## config.mk

```make
export PLATFORM = sky130hd
export DESIGN_NAME = dmx_column_refresh
export DESIGN_NICKNAME = d
export VERILOG_FILES = /design/src/rtl/dmx_refresh_pkg.sv /design/src/rtl/dmx_tick_gen.sv /design/src/rtl/dmx_scan_seq.sv /design/src/rtl/dmx_frame_buf.sv /design/src/rtl/dmx_row_drive.sv /design/src/rtl/dmx_column_refresh.sv
export SDC_FILE = /design/constraint.sdc
export NUM_CORES = 1
export LEC_CHECK = 0
export CELL_PAD_IN_SITES_DETAIL_PLACEMENT = 2
export CELL_PAD_IN_SITES_GLOBAL_PLACEMENT = 2
export CORE_UTILIZATION = 32
export DETAILED_ROUTE_END_ITERATION = 8
export GPL_ROUTABILITY_DRIVEN = 0
export PLACE_DENSITY_LB_ADDON = 0.1
export SLEW_MARGIN = 10
export SYNTH_ARGS = -nofsm -noshare
export SYNTH_HDL_FRONTEND = slang
export SYNTH_HIERARCHICAL = 1
export SYNTH_SLANG_ARGS = --single-unit
export TNS_END_PERCENT = 20
```

## constraint.sdc

```tcl
create_clock -name clk -period 2.1 [get_ports clk]
set_clock_uncertainty 0.05 [all_clocks]
set_input_delay 0.21 -clock clk [delete_from_list [all_inputs] [get_ports clk]]
set_output_delay 0.21 -clock clk [all_outputs]
set_load 0.01 [all_outputs]
```

## src/rtl/dmx_refresh_pkg.sv

```systemverilog
package dmx_refresh_pkg;

   typedef enum logic {
      PWR_AWAKE  = 1'b0,
      PWR_ASLEEP = 1'b1
   } pwr_mode_e;

   function automatic int unsigned width_for(input int unsigned count);
      int unsigned w;
      w = 1;
      while ((1 << w) < count) w++;
      return w;
   endfunction

endpackage

```

## src/rtl/dmx_tick_gen.sv

```systemverilog
module dmx_tick_gen #(
   parameter int unsigned TICK_DIV = 1
) (
   input  logic clk,
   input  logic rst_n,
   output logic tick
);
   localparam int unsigned CNT_W = dmx_refresh_pkg::width_for(TICK_DIV);
   localparam logic [CNT_W-1:0] LAST = CNT_W'(TICK_DIV - 1);

   logic [CNT_W-1:0] div_cnt;

   always_ff @(posedge clk or negedge rst_n) begin
      if (!rst_n)
         div_cnt <= '0;
      else if (div_cnt == LAST)
         div_cnt <= '0;
      else
         div_cnt <= div_cnt + 1'b1;
   end

   assign tick = (div_cnt == LAST);
endmodule

```

## src/rtl/dmx_scan_seq.sv

```systemverilog
module dmx_scan_seq #(
   parameter int unsigned NCOLS  = 20,
   parameter int unsigned DUTY_W = 4
) (
   input  logic                                            clk,
   input  logic                                            rst_n,
   input  logic                                            tick,
   output logic [DUTY_W-1:0]                               slot_pos,
   output logic [dmx_refresh_pkg::width_for(NCOLS)-1:0]    col_idx,
   output logic                                            frame_end
);
   localparam int unsigned COL_W = dmx_refresh_pkg::width_for(NCOLS);
   localparam logic [COL_W-1:0]  COL_LAST  = COL_W'(NCOLS - 1);
   localparam logic [DUTY_W-1:0] SLOT_LAST = '1;

   logic slot_done;
   assign slot_done = tick && (slot_pos == SLOT_LAST);
   assign frame_end = slot_done && (col_idx == COL_LAST);

   always_ff @(posedge clk or negedge rst_n) begin
      if (!rst_n) begin
         slot_pos <= '0;
         col_idx  <= '0;
      end else if (tick) begin
         slot_pos <= slot_pos + 1'b1;
         if (slot_done)
            col_idx <= (col_idx == COL_LAST) ? '0 : col_idx + 1'b1;
      end
   end
endmodule

```

## src/rtl/dmx_frame_buf.sv

```systemverilog
module dmx_frame_buf #(
   parameter int unsigned WIDTH = 140
) (
   input  logic             clk,
   input  logic             rst_n,
   input  logic             load,
   input  logic [WIDTH-1:0] img_in,
   output logic [WIDTH-1:0] img_q
);
   always_ff @(posedge clk or negedge rst_n) begin
      if (!rst_n)
         img_q <= '0;
      else if (load)
         img_q <= img_in;
   end
endmodule

```

## src/rtl/dmx_row_drive.sv

```systemverilog
module dmx_row_drive #(
   parameter int unsigned NCOLS    = 20,
   parameter int unsigned LIT_ROWS = 7,
   parameter int unsigned DUTY_W   = 4,
   parameter int unsigned CURR_W   = 2
) (
   input  logic                                         clk,
   input  logic                                         rst_n,
   input  logic [NCOLS*LIT_ROWS-1:0]                    img,
   input  logic [dmx_refresh_pkg::width_for(NCOLS)-1:0] col_idx,
   input  logic [DUTY_W-1:0]                            slot_pos,
   input  logic [DUTY_W-1:0]                            duty,
   input  logic                                         sleep,
   input  logic [CURR_W-1:0]                            peak_code,
   output logic [NCOLS-1:0]                             col_sel,
   output logic [LIT_ROWS-1:0]                          row_en,
   output logic [CURR_W-1:0]                            peak_out
);
   import dmx_refresh_pkg::*;
   localparam int unsigned COL_W = width_for(NCOLS);

   logic [LIT_ROWS-1:0] col_word [NCOLS];
   logic [NCOLS-1:0]    col_hot;
   pwr_mode_e           mode;
   logic                on_phase;

   for (genvar c = 0; c < NCOLS; c++) begin : g_col
      assign col_word[c] = img[c*LIT_ROWS +: LIT_ROWS];
      assign col_hot[c]  = (col_idx == COL_W'(c));
   end

   assign mode     = sleep ? PWR_ASLEEP : PWR_AWAKE;
   assign on_phase = (slot_pos < duty);

   always_ff @(posedge clk or negedge rst_n) begin
      if (!rst_n) begin
         col_sel  <= '0;
         row_en   <= '0;
         peak_out <= '0;
      end else begin
         peak_out <= peak_code;
         if (mode == PWR_ASLEEP) begin
            col_sel <= '0;
            row_en  <= '0;
         end else begin
            col_sel <= col_hot;
            row_en  <= on_phase ? col_word[col_idx] : '0;
         end
      end
   end
endmodule

```

## src/rtl/dmx_column_refresh.sv

```systemverilog
module dmx_column_refresh #(
   parameter int unsigned N_CELLS   = 4,
   parameter int unsigned CELL_COLS = 5,
   parameter int unsigned CELL_ROWS = 8,
   parameter int unsigned DUTY_W    = 4,
   parameter int unsigned CURR_W    = 2,
   parameter int unsigned TICK_DIV  = 1
) (
   input  logic                                   clk,
   input  logic                                   rst_n,
   input  logic [N_CELLS*CELL_COLS*CELL_ROWS-1:0] dot_latch,
   input  logic [DUTY_W-1:0]                      duty,
   input  logic                                   sleep,
   input  logic [CURR_W-1:0]                      peak_code,
   output logic [N_CELLS*CELL_COLS-1:0]           col_sel,
   output logic [CELL_ROWS-2:0]                   row_en,
   output logic [CURR_W-1:0]                      peak_out
);
   localparam int unsigned NCOLS    = N_CELLS * CELL_COLS;
   localparam int unsigned LIT_ROWS = CELL_ROWS - 1;
   localparam int unsigned IMG_W    = NCOLS * LIT_ROWS;
   localparam int unsigned COL_W    = dmx_refresh_pkg::width_for(NCOLS);

   if (N_CELLS < 1 || CELL_COLS < 1) begin : g_bad_geom
      $error("dmx_column_refresh: array needs at least one column");
   end
   if (CELL_ROWS < 2) begin : g_bad_rows
      $error("dmx_column_refresh: needs a lit row above row 0");
   end
   if (DUTY_W < 1 || DUTY_W > 8) begin : g_bad_duty
      $error("dmx_column_refresh: DUTY_W out of range 1..8");
   end
   if (TICK_DIV < 1) begin : g_bad_div
      $error("dmx_column_refresh: TICK_DIV must be at least 1");
   end
   if (CURR_W < 1) begin : g_bad_curr
      $error("dmx_column_refresh: CURR_W must be at least 1");
   end

   logic [IMG_W-1:0]  lit_img;
   logic [NCOLS-1:0]  row0_bits;
   logic              row0_unused;

   for (genvar c = 0; c < NCOLS; c++) begin : g_pack
      assign row0_bits[c] = dot_latch[c*CELL_ROWS];
      assign lit_img[c*LIT_ROWS +: LIT_ROWS] = dot_latch[c*CELL_ROWS+1 +: LIT_ROWS];
   end
   assign row0_unused = ^row0_bits;

   logic              tick;
   logic [DUTY_W-1:0] slot_pos;
   logic [COL_W-1:0]  col_idx;
   logic              frame_end;
   logic [IMG_W-1:0]  frame_img;

   dmx_tick_gen #(.TICK_DIV(TICK_DIV)) u_tick (
      .clk   (clk),
      .rst_n (rst_n),
      .tick  (tick)
   );

   dmx_scan_seq #(.NCOLS(NCOLS), .DUTY_W(DUTY_W)) u_scan (
      .clk       (clk),
      .rst_n     (rst_n),
      .tick      (tick),
      .slot_pos  (slot_pos),
      .col_idx   (col_idx),
      .frame_end (frame_end)
   );

   dmx_frame_buf #(.WIDTH(IMG_W)) u_fbuf (
      .clk    (clk),
      .rst_n  (rst_n),
      .load   (frame_end),
      .img_in (lit_img),
      .img_q  (frame_img)
   );

   dmx_row_drive #(
      .NCOLS(NCOLS), .LIT_ROWS(LIT_ROWS), .DUTY_W(DUTY_W), .CURR_W(CURR_W)
   ) u_drive (
      .clk       (clk),
      .rst_n     (rst_n),
      .img       (frame_img),
      .col_idx   (col_idx),
      .slot_pos  (slot_pos),
      .duty      (duty),
      .sleep     (sleep),
      .peak_code (peak_code),
      .col_sel   (col_sel),
      .row_en    (row_en),
      .peak_out  (peak_out)
   );
endmodule

```

==> results of run 1 <==
==> repair_timing <==
item,in CTS,in global routing
hold endpoints to repair,39,0
pin swaps,0,2
endpoints found under the setup margin,111,144
setup buffers,0,2
hold buffers,1,0
resized for setup,1,46
cloned,0,14
==> cell type report <==
class	instances	area share
Clock buffer	17	0.0365
Clock inverter	15	0.0135
Inverter	11	0.00354
Multi-Input combinational cell	277	0.309
Sequential cell	178	0.383
Tap cell	330	0.0354
Timing Repair Buffer	227	0.220
==> metrics by stage <==
step	setup TNS, ps	hold WS [ps]	utilization
6_report	0	163	0.463
5_1_grt	-1250	148	0.463
4_1_cts	-4440	139	0.443
3_5_place_dp	-4400	124	0.420
3_3_place_gp	-1010	114	0.420
2_1_floorplan	0	-136	-
==> worst max-delay path: cells and delay by family, from the launching register on <==
| family | cells | cell delay (ps) |
|---|---|---|
| muxes | 1 | 340 |
| DFF | 1 | 390 |
| and+or+nand+nor | 3 | 530 |
| buffers and inverters | 3 | 520 |
| adders and majority gates | 1 | 160 |
==> path summary, 6_finish.rpt <==
kind	to	slack, ps	cells after the start
min in group asynchronous	u_drive/peak_out[0]	240	2
max in group asynchronous	u_fbuf/img_q[80]	1020	3
setup / recovery	u_fbuf/img_q[20]	10	8
setup reg to reg	u_fbuf/img_q[20]	10	8
hold reg to reg	u_fbuf/img_q[8]	460	1
hold / removal	u_drive/peak_out[0]	160	1
==> power groups by stage <==
| stage | combinational (mW) | sequential, mW | clock (mW) |
|---|---|---|---|
| 6_report | 2.22 | 4.04 | 3.21 |
| 5_1_grt | 2.40 | 4.09 | 3.47 |
| 4_1_cts | 2.21 | 4.03 | 3.32 |
| 3_5_place_dp | 2.19 | 4.09 | 0 |
| 3_3_place_gp | 2.12 | 4.06 | 0 |
| 2_1_floorplan | 1.24 | 4.04 | 0 |
==> sequential cells by signal, indices dropped and copies added, names as in the netlist <==
signal            cells
u_scan/col_idx        5
u_scan/slot_pos       4
u_drive/row_en        7
u_drive/col_sel      20
u_drive/peak_out      2
u_fbuf/img_q        140
==> kinds of logic (layout without fill, tap and decap cells) <==
| group | Yosys count | count (layout) | share of synthesized area |
|---|---|---|---|
| fa+ha+maj | 5 | 5 | 0.00760 |
| simple gates | 54 | 54 | 0.0363 |
| other cells | 1 | 1 | 0.000456 |
| buf+inv | 40 | 270 | 0.0338 |
| compound gates | 22 | 22 | 0.0219 |
| mux | 191 | 191 | 0.354 |
| xor+xnor | 4 | 4 | 0.00426 |
| flops | 178 | 178 | 0.541 |
==> cell usage after synthesis (2+ instances only) <==
cell	n
dfrtp_1	178
mux2_4	101
mux2_2	48
mux4_2	35
nor2_1	19
buf_2	12
buf_6	12
inv_1	11
nand2_1	9
mux2i_1	7
o211ai_1	7
o221ai_1	7
nand2b_1	6
ha_1	5
buf_4	3
nand4_1	3
nor3_1	3
xnor2_1	3
a21o_1	2
nor4_1	2
o21ai_2	2
==> metal layers <==
layer	vias up	share of wire	wire (um)	GRT usage
li1	2254	-	-	-
met1	2667	0.44	10500	0.220
met2	106	0.51	12200	0.303
met3	15	0.036	853	0.0397
met4	0	0.012	287	0.0463
met5	-	0	0	0
==> summary.md, run 1 <==
| Metric | Value |
|---|---|
| Outcome | completed |
| Max Freq | ~0.48 GHz |
| Final Hold Fails | 0 |
| Peak VDD IR | 0.437 mV |
| Number of vias per cell | approximately 4.8 |
| Crit path launch | u_scan/slot_pos[1] |
| Die height | roughly 160 um |
| P_int | approximately 6.8 mW |
| Root Buffer | clkbuf_16 |
| Longest Clk Path Bufs | 2 |
| Crit start category | register |
| Synth unique cells | 41 |
| Starting density of the core | 0.327 |
| Area contributors post-synth | dfrtp_1 54%, mux2_4 18%, mux4_2 9.6%, mux2_2 6.6%, buf_6 1.6% |
| Register Area | about 4500 um^2 |
| DP Cell Count | 1,006 |
| Post-Layout Inst Area | 11,700 um^2 |
| Core outline area | approximately 25,000 um^2 |
| Static leakage | 5.14 nW |
| Pwr Density | roughly 810 nW/um^2 |
| Post-Syn Area | between 8000 and 9000 um^2 |
| Worst-path clk slew | approximately 70 ps |
| Initial DRC Count | around 170 |
| Top FF cell, synth | dfrtp_1 |
| Hold crit path type | in2reg |
| Worst slew pin tran | 637 ps |
| Final Power | 9.47 mW |
| Minimum clock period | 2090 ps |
| Cells after synthesis | ~500 |
| Full die area | between 20,000 and 30,000 um^2 |
| Cell Chain, Critical Path | ha_4 > and4_4 > nand2_4 > nor4b_4 > buf_6 > buf_12 > clkbuf_16 > mux2_2 |
| Max-cap viol count | 0 |
| Vias in the first global route | between 5,000 and 6,000 |
| Final wirelength | approximately 24 mm |
| Final worst-path setup slack | roughly 15 ps |
| IO Count | a little under 200 |
| Final-report setup violation count | 0 |
| Hpwl dp | around 16 mm |
| Commonest non-fill, non-tap cell in the layout | clkdlybuf4s50_1 |
| HP Start | peak_code[0] |
| Max Transition Viols Final | 0 |
| Port Buffers | 177 |
| Layout cells sized above 1 | 0.386 |
| Post-route ant nets | 0 |
| Pin count of the biggest net entering global routing | between 60 and 70 |
| Final Net Count | about 890 |
| Seq/Total Area, Yosys | 0.541 |
| CTS Buf Count | 17 |
| CP Max Fanout | 8 |
| Critical path's largest stage delay | 390 ps |
| DRC errors left | 0 |
| Post-synth top area cell | dfrtp_1 |
| RSZ-0062 raised after global routing | true |
| CTS tree | built |
| Synthesized area per cell | 16.6 um^2 |
| Warnings from Yosys | 6 |
| FP Rows | 58 |
| Via count | 5,042 |
| Number of synthesized flops with an enable pin | 0 |
| Async SR Flop Fraction | 1.00 |
| Area after DPL | 10,600 um^2 |
| Final non-filler cell total | 1,055 |
| Yosys top cell area share | 0.541 |
| Crit Reg-Reg Startpoint | u_scan/slot_pos[1] |
| Post-DR wirelength/cell | around 23 um |
| Area of the multi-input gates | ~3600 um^2 |
| Grt ovf | 0 |
| Slowest-stage cell, CP | dfrtp_1 |
| First-pass GRT wire length | between 30 and 40 mm |
| Dpl ws | -205 ps |
| Final period util | 0.993 |
| All-layer global routing usage | 0.175 |
| Worst EP required | between 2000 and 2500 ps |
| First-pass detailed-route iteration total | 6 |
| Sw frac | 0.284 |
| Clk_lat worst skew | 440 ps |
| Clk pwr share | 0.339 |
| CP arrival | approximately 2400 ps |
| Switching component of the power | between 2 and 3 mW |
| Initial antenna violation count | 0 |
| Area Overhead vs Synth | 41.6% |
| Die Wd | roughly 160 um |
| Synthesized Nets | 669 |
| Fillers | 2,347 |
| Slew headroom | 0.574 |
| Clock Sinks | approximately 180 |
| Reg power frac | 0.427 |
| CP endpoint kind | register |
| Combinational share of power | 0.234 |
| H-tree depth | 4 |
| Yosys reg bits | 178 |
| WS Path Type | reg2reg |
| Most frequent cells in the layout | 176 x clkdlybuf4s50_1, 174 x dfrtp_1, 122 x mux2_4 |
| N_diodes | 0 |
(Power assumes the default switching activity.)
==> inputs of run 2 (changes only) <==
Settings changed: CORE_MARGIN set to 10, CORE_UTILIZATION 32 to 38.
Clock period 2.1 ns to 2.4 ns, I/O delays scaled along.
==> run 2 against run 1 <==
Net effect:
- clock power down 15%
- sequential power down 13%
- total power down 15%
- sequential share of layout area up 1.9 points
- die area up 6.0%
- maximum frequency down 7.6%
- non-clock buffer count down 20
==> summary.md, run 2 (synthesis gave the netlist of run 1 again) <==
| Metric | Value |
|---|---|
| Outcome | completed |
| First-pass detailed-route iteration total | 4 (-2) |
| Clock Sinks | 178 (unchanged) |
| Number of vias per cell | 5.07 (+6.0%) |
| CP Max Fanout | 15 (+7) |
| Max Transition Viols Final | 0 (unchanged) |
| Crit-path most repeated cell | buf_12 |
| Longest Clk Path Bufs | 2 (unchanged) |
| Initial antenna violation count | 0 (unchanged) |
| Setup tns final | 0 ps (unchanged) |
| Layout cells sized above 1 | 0.364 (-0.0226) |
| Final period util | 0.940 (-0.0528) |
| Port Buffers | 177 (unchanged) |
| Critical path's largest stage delay | 400 ps (about the same) |
| Critical path buffers and inverters | 3 (unchanged) |
| Post-route ant nets | 0 (unchanged) |
| Dpl ws | 46.2 ps (+252 ps) |
| Max-cap viol count | 0 (unchanged) |
| WS Path Type | reg2reg |
| Post-Layout Inst Area | 11,100 um^2 (-4.8%) |
| Final Net Count | 866 (-2.3%) |
| CP endpoint kind | register |
| Root Buffer | clkbuf_16 |
| Die Wd | 167 um (+3.0%) |
| Most frequent cells in the layout | 176 x clkdlybuf4s50_1, 175 x dfrtp_1, 101 x mux2_4 |
| Hpwl dp | 17.1 mm (+5.0%) |
| Critical path depth | 8 (unchanged) |
| Core outline area | 21,200 um^2 (-16%) |
| Pwr Density | 730 nW/um^2 (-10%) |
| Post-DR wirelength/cell | 24.1 um (+6.4%) |
| All-layer global routing usage | 0.170 (-0.00492) |
| Vias in the first global route | 6,057 (+2.9%) |
| Slowest-stage cell, CP | dfrtp_1 |
| N_diodes | 0 (unchanged) |
| IO Count | 198 (unchanged) |
| CP arrival | 2520 ps (+160 ps) |
| WHS Path Cells | 1 (unchanged) |
| CTS Buf Count | 17 (unchanged) |
| First-pass GRT wire length | 37.1 mm (+7.8%) |
| H-tree depth | 4 (unchanged) |
| DRC errors left | 0 (unchanged) |
| Crit start category | register |
| Largest register FFs | 140 (unchanged) |
| Grt ovf | 0 (unchanged) |
| DP Cell Count | 944 (-6.2%) |
| Final Hold Fails | 0 (unchanged) |
| Delay-heaviest family, CP | simple AND/OR/NAND/NOR gates |
| Final wirelength | 23.6 mm (-1.3%) |
| Final-report setup violation count | 0 (unchanged) |
| Worst slew pin tran | 580 ps (-57.0 ps) |
| Die height | 167 um (+3.0%) |
| Via count | 4,961 (-1.6%) |
| Reg2reg path depth | 8 (unchanged) |
| Static leakage | 4.93 nW (-4.0%) |
| Cell Chain, Critical Path | ha_1 > and4_4 > nand2_4 > nor4b_4 > buf_4 > buf_12 > buf_12 > mux2_2 |
| Worst-path clk slew | 70 ps (about the same) |
| Worst EP required | 2660 ps (+290 ps) |
| Top reg by flops | u_fbuf/img_q |
| Area after DPL | 10,500 um^2 (-0.94%) |
| Clk_lat worst skew | 440 ps (about the same) |
| Pin count of the biggest net entering global routing | 56 (-9.7%) |
| Starting density of the core | 0.389 (+0.0622) |
| Initial DRC Count | 159 (-5.4%) |
| Final non-filler cell total | 979 (-7.2%) |
| Full die area | 27,900 um^2 (+6.0%) |
| Commonest non-fill, non-tap cell in the layout | clkdlybuf4s50_1 |
| FP Rows | 53 (-8.6%) |
| CTS tree | built |
| Slew headroom | 0.612 (+0.0382) |
| Fillers | 1,905 (-19%) |
| RSZ-0062 raised after global routing | false |
| Area Overhead vs Synth | 34.8% |
| Minimum clock period | 2260 ps (+171 ps) |
| Final worst-path setup slack | 143 ps (+129 ps) |
| Peak VDD IR | 0.386 mV (-12%) |
| Max Freq | 0.443 GHz (-7.6%) |
| Hold crit path type | in2reg |
| Top flop regs | u_fbuf/img_q (140), u_drive/col_sel (20), u_drive/row_en (7) |
| Post-CTS sizing | 0 (-1) |
run 2: changes by cell type in the layout (fill, tap and decap cells not counted), sizes merged:
cell	change
clkbuf	-6
inv	-7
buf	-10
clkinvlp	+2
run 2: area by class of cell:
| type | instances | area [um^2] | area share |
|---|---|---|---|
| sequential | 178 | 4460 | 0.402 |
| multi-input combinational | 277 | 3500 | 0.316 |
| timing repair buffer | 207 | 2170 | 0.196 |
| clock buffer | 21 | 470 | 0.0424 |
| tap | 275 | 344 | 0.0310 |
| clock inverter | 10 | 101 | 0.00914 |
| inverter | 11 | 41.3 | 0.00372 |
run 2: path summary, 6_finish.rpt:
| kind | start | endpoint | slack, ps |
|---|---|---|---|
| min | peak_code[0] | u_drive/peak_out[0] | 210 |
| max reg2reg | u_scan/slot_pos[1] | u_fbuf/img_q[28] | 140 |
| max | u_scan/slot_pos[1] | u_fbuf/img_q[28] | 140 |
| max in group asynchronous | rst_n | u_fbuf/img_q[83] | 1300 |
| min reg2reg | u_fbuf/img_q[24] | u_fbuf/img_q[24] | 460 |
| min in group asynchronous | rst_n | u_drive/peak_out[1] | 270 |
run 2: through the flow:
stage               power (mW)  hold WS [ps]   util
floorplan                 4.62          -106      -
global placement          5.34           169  0.495
detailed placement        5.44           163  0.495
CTS                       8.23           185  0.522
global route              8.52           181  0.524
finish                    8.09           207  0.524
run 2: what timing repair did:
item	4_1_cts	5_1_grt
setup endpoints to repair	0	84
hold endpoints to repair	47	0
hold buffers	1	0
setup buffers	0	2
run 2: routing by layer:
metal / up-vias / wire length, um / track usage / share of wire
met5: - / 0 / 0 / 0
met4: 0 / 198 / 0.0363 / 0.0084
met3: 12 / 1050 / 0.0475 / 0.044
met2: 130 / 12300 / 0.293 / 0.52
met1: 2615 / 10100 / 0.209 / 0.43
li1: 2204 / - / - / -
run 2: power breakdown:
part / switching [mW] / leakage (nW) / internal [mW] / total [mW]
clock: 1.22 / 0.273 / 1.52 / 2.74
sequential: 0.209 / 2.45 / 3.33 / 3.53
combinational: 0.780 / 2.21 / 1.04 / 1.82
==> inputs of run 3 (changes only) <==
Settings changed: CORE_MARGIN 10 to unset.
==> run 3 against run 2 <==
Net effect:
- non-clock buffer count fell by 4
- critical path type unchanged
- die area fell by 20%
- sequential power barely moved
- clock power rose by 11%
- worst hold slack improved by 8.5 ps
- largest cell class unchanged
- register-to-register slack barely moved
- via count fell by 1.7%
- critical endpoint is now u_fbuf/img_q[1]
- utilization fell by 0.10 points
- global-route usage rose by 3.5 points
- final cell count fell by 0.31%
==> summary.md, run 3 (synthesis gave the netlist of run 1 again) <==
| Metric | Value |
|---|---|
| Post-CTS setup buffers | 0 (unchanged) |
| Root Buffer | clkbuf_16 |
| Core outline area | 21,200 um^2 (unchanged) |
| N_diodes | 0 (unchanged) |
| Final-report setup violation count | 0 (unchanged) |
| RSZ-0062 raised after global routing | false |
| Post-route ant nets | 0 (unchanged) |
| Grt ovf | 0 (unchanged) |
| Minimum clock period | 2270 ps (+8.54 ps) |
| Final Net Count | 862 (-0.46%) |
| Area Overhead vs Synth | 34.5% |
| Starting density of the core | 0.389 (unchanged) |
| Hold_ws | 216 ps (+8.46 ps) |
| Worst slew pin tran | 565 ps (-15.3 ps) |
| Final Hold Fails | 0 (unchanged) |
| Area of the multi-input gates | 3500 um^2 (unchanged) |
| HP Start | peak_code[0] |
| DRC errors left | 0 (unchanged) |
| First-pass detailed-route iteration total | 4 (unchanged) |
| Slowest-stage cell, CP | dfrtp_1 |
| Top flop regs | u_fbuf/img_q (140), u_drive/col_sel (20), u_drive/row_en (7) |
| Post-DR wirelength/cell | 22.1 um (-8.2%) |
| H-tree depth | 4 (unchanged) |
| Crit path launch | u_scan/slot_pos[0] |
| Full die area | 22,200 um^2 (-20%) |
| Fillers | 1,915 (+0.52%) |
| Outcome | completed |
| Clk_lat worst skew | 430 ps (about the same) |
| All-layer global routing usage | 0.206 (+0.0352) |
| Worst-path clk slew | 70 ps (about the same) |
| Hold crit path type | in2reg |
| Crit Reg-Reg Startpoint | u_scan/slot_pos[0] |
| CP endpoint kind | register |
| Pin count of the biggest net entering global routing | 58 (+3.6%) |
| Initial DRC Count | 135 (-15%) |
| Max Transition Viols Final | 0 (unchanged) |
| Crit start category | register |
| First-pass GRT wire length | 33.9 mm (-8.7%) |
| Number of vias per cell | 5.00 (-1.4%) |
| Vias in the first global route | 5,775 (-4.7%) |
| CP arrival | 2520 ps (about the same) |
| Via count | 4,878 (-1.7%) |
| Static leakage | 4.93 nW (-0.15%) |
| Peak VDD IR | 0.386 mV (-0.19%) |
| Port Buffers | 177 (unchanged) |
| Final period util | 0.944 (+0.00356) |
| Die Wd | 149 um (-11%) |
| CTS tree | built |
| Slew headroom | 0.622 (+0.0102) |
| Crit-path most repeated cell | buf_12 |
| Critical path's largest stage delay | 410 ps (about the same) |
| Worst EP required | 2660 ps (about the same) |
| Longest Clk Path Bufs | 2 (unchanged) |
| Setup tns final | 0 ps (unchanged) |
| FP Rows | 53 (unchanged) |
| WHS Path Cells | 1 (unchanged) |
| Reg2reg path depth | 7 (-1) |
| Max Freq | 0.441 GHz (-0.38%) |
| Commonest non-fill, non-tap cell in the layout | clkdlybuf4s50_1 |
| Final Power | 8.35 mW (+3.2%) |
| Cell Chain, Critical Path | ha_1 > and4_4 > nand2_4 > nor4b_4 > buf_12 > buf_12 > mux2_2 |
| Clock Sinks | 178 (unchanged) |
| Final wirelength | 21.6 mm (-8.5%) |
| Initial antenna violation count | 0 (unchanged) |
| CTS Buf Count | 17 (unchanged) |
| Hpwl dp | 15.5 mm (-9.3%) |
| Most frequent cells in the layout | 176 x clkdlybuf4s50_1, 175 x dfrtp_1, 101 x mux2_4 |
| Die height | 149 um (-11%) |
| Layout cells sized above 1 | 0.361 (-0.00272) |
| Max-cap viol count | 0 (unchanged) |
| Top reg by flops | u_fbuf/img_q |
| IO Count | 198 (unchanged) |
| CP Max Fanout | 27 (+12) |
| Largest register FFs | 140 (unchanged) |
| Register Area | 4460 um^2 (unchanged) |
| WS Path Type | reg2reg |
| Pwr Density | 755 nW/um^2 (+3.4%) |
-- run 3: layout make-up --
| cell class | count | share of cell area |
|---|---|---|
| clock buffers | 19 | 0.0400 |
| clock inverters | 13 | 0.0179 |
| inverters | 11 | 0.00373 |
| multi-input cells | 277 | 0.317 |
| flip-flops and latches | 178 | 0.403 |
| well taps | 275 | 0.0311 |
| repair buffers | 203 | 0.188 |
-- run 3: worst max-delay path: cells and delay by family (launching register included) --
family        cells  cell delay [ps]
simple gates      3              680
fa+ha+maj         1              220
mux               1              370
flops             1              410
buf+inv           2              400
-- run 3: worst paths after layout --
kind	to	slack (ps)
worst max register to register	u_fbuf/img_q[1]	130
min in group asynchronous	u_drive/col_sel[6]	280
worst min register to register	u_fbuf/img_q[36]	460
worst min-delay path	u_drive/peak_out[0]	220
worst max-delay path	u_fbuf/img_q[1]	130
max in group asynchronous	u_fbuf/img_q[60]	1320
-- run 3: per-layer routing --
| metal | part of all wire | track usage | wire length [um] |
|---|---|---|---|
| met1 | 0.44 | 0.263 | 9450 |
| met2 | 0.51 | 0.353 | 11000 |
| met3 | 0.041 | 0.0428 | 893 |
| met4 | 0.012 | 0.0531 | 267 |
| met5 | 0 | 0 | 0 |
-- run 3: report_power, final --
part / leakage, nW / switching, mW / internal [mW]
combinational: 2.17 / 0.754 / 1.01
clock: 0.303 / 1.25 / 1.80
sequential: 2.45 / 0.213 / 3.33
total: 4.93 / 2.22 / 6.13
-- run 3: per-stage QoR --
step	cells	instance area, um^2	worst slack [ps]	utilization
after floorplan	495	8230	366	-
after CTS	976	11100	13.0	0.523
final	976	11100	135	0.523
after global placement	943	10400	98.3	0.492
after detailed placement	943	10400	51.1	0.492
after global routing	976	11100	20.1	0.523
-- run 3: what timing repair did --
action | in CTS | in global routing
hold endpoints to repair | 45 | 0
resized for setup | 0 | 2
hold buffers | 1 | 0
setup endpoints to repair | 0 | 37
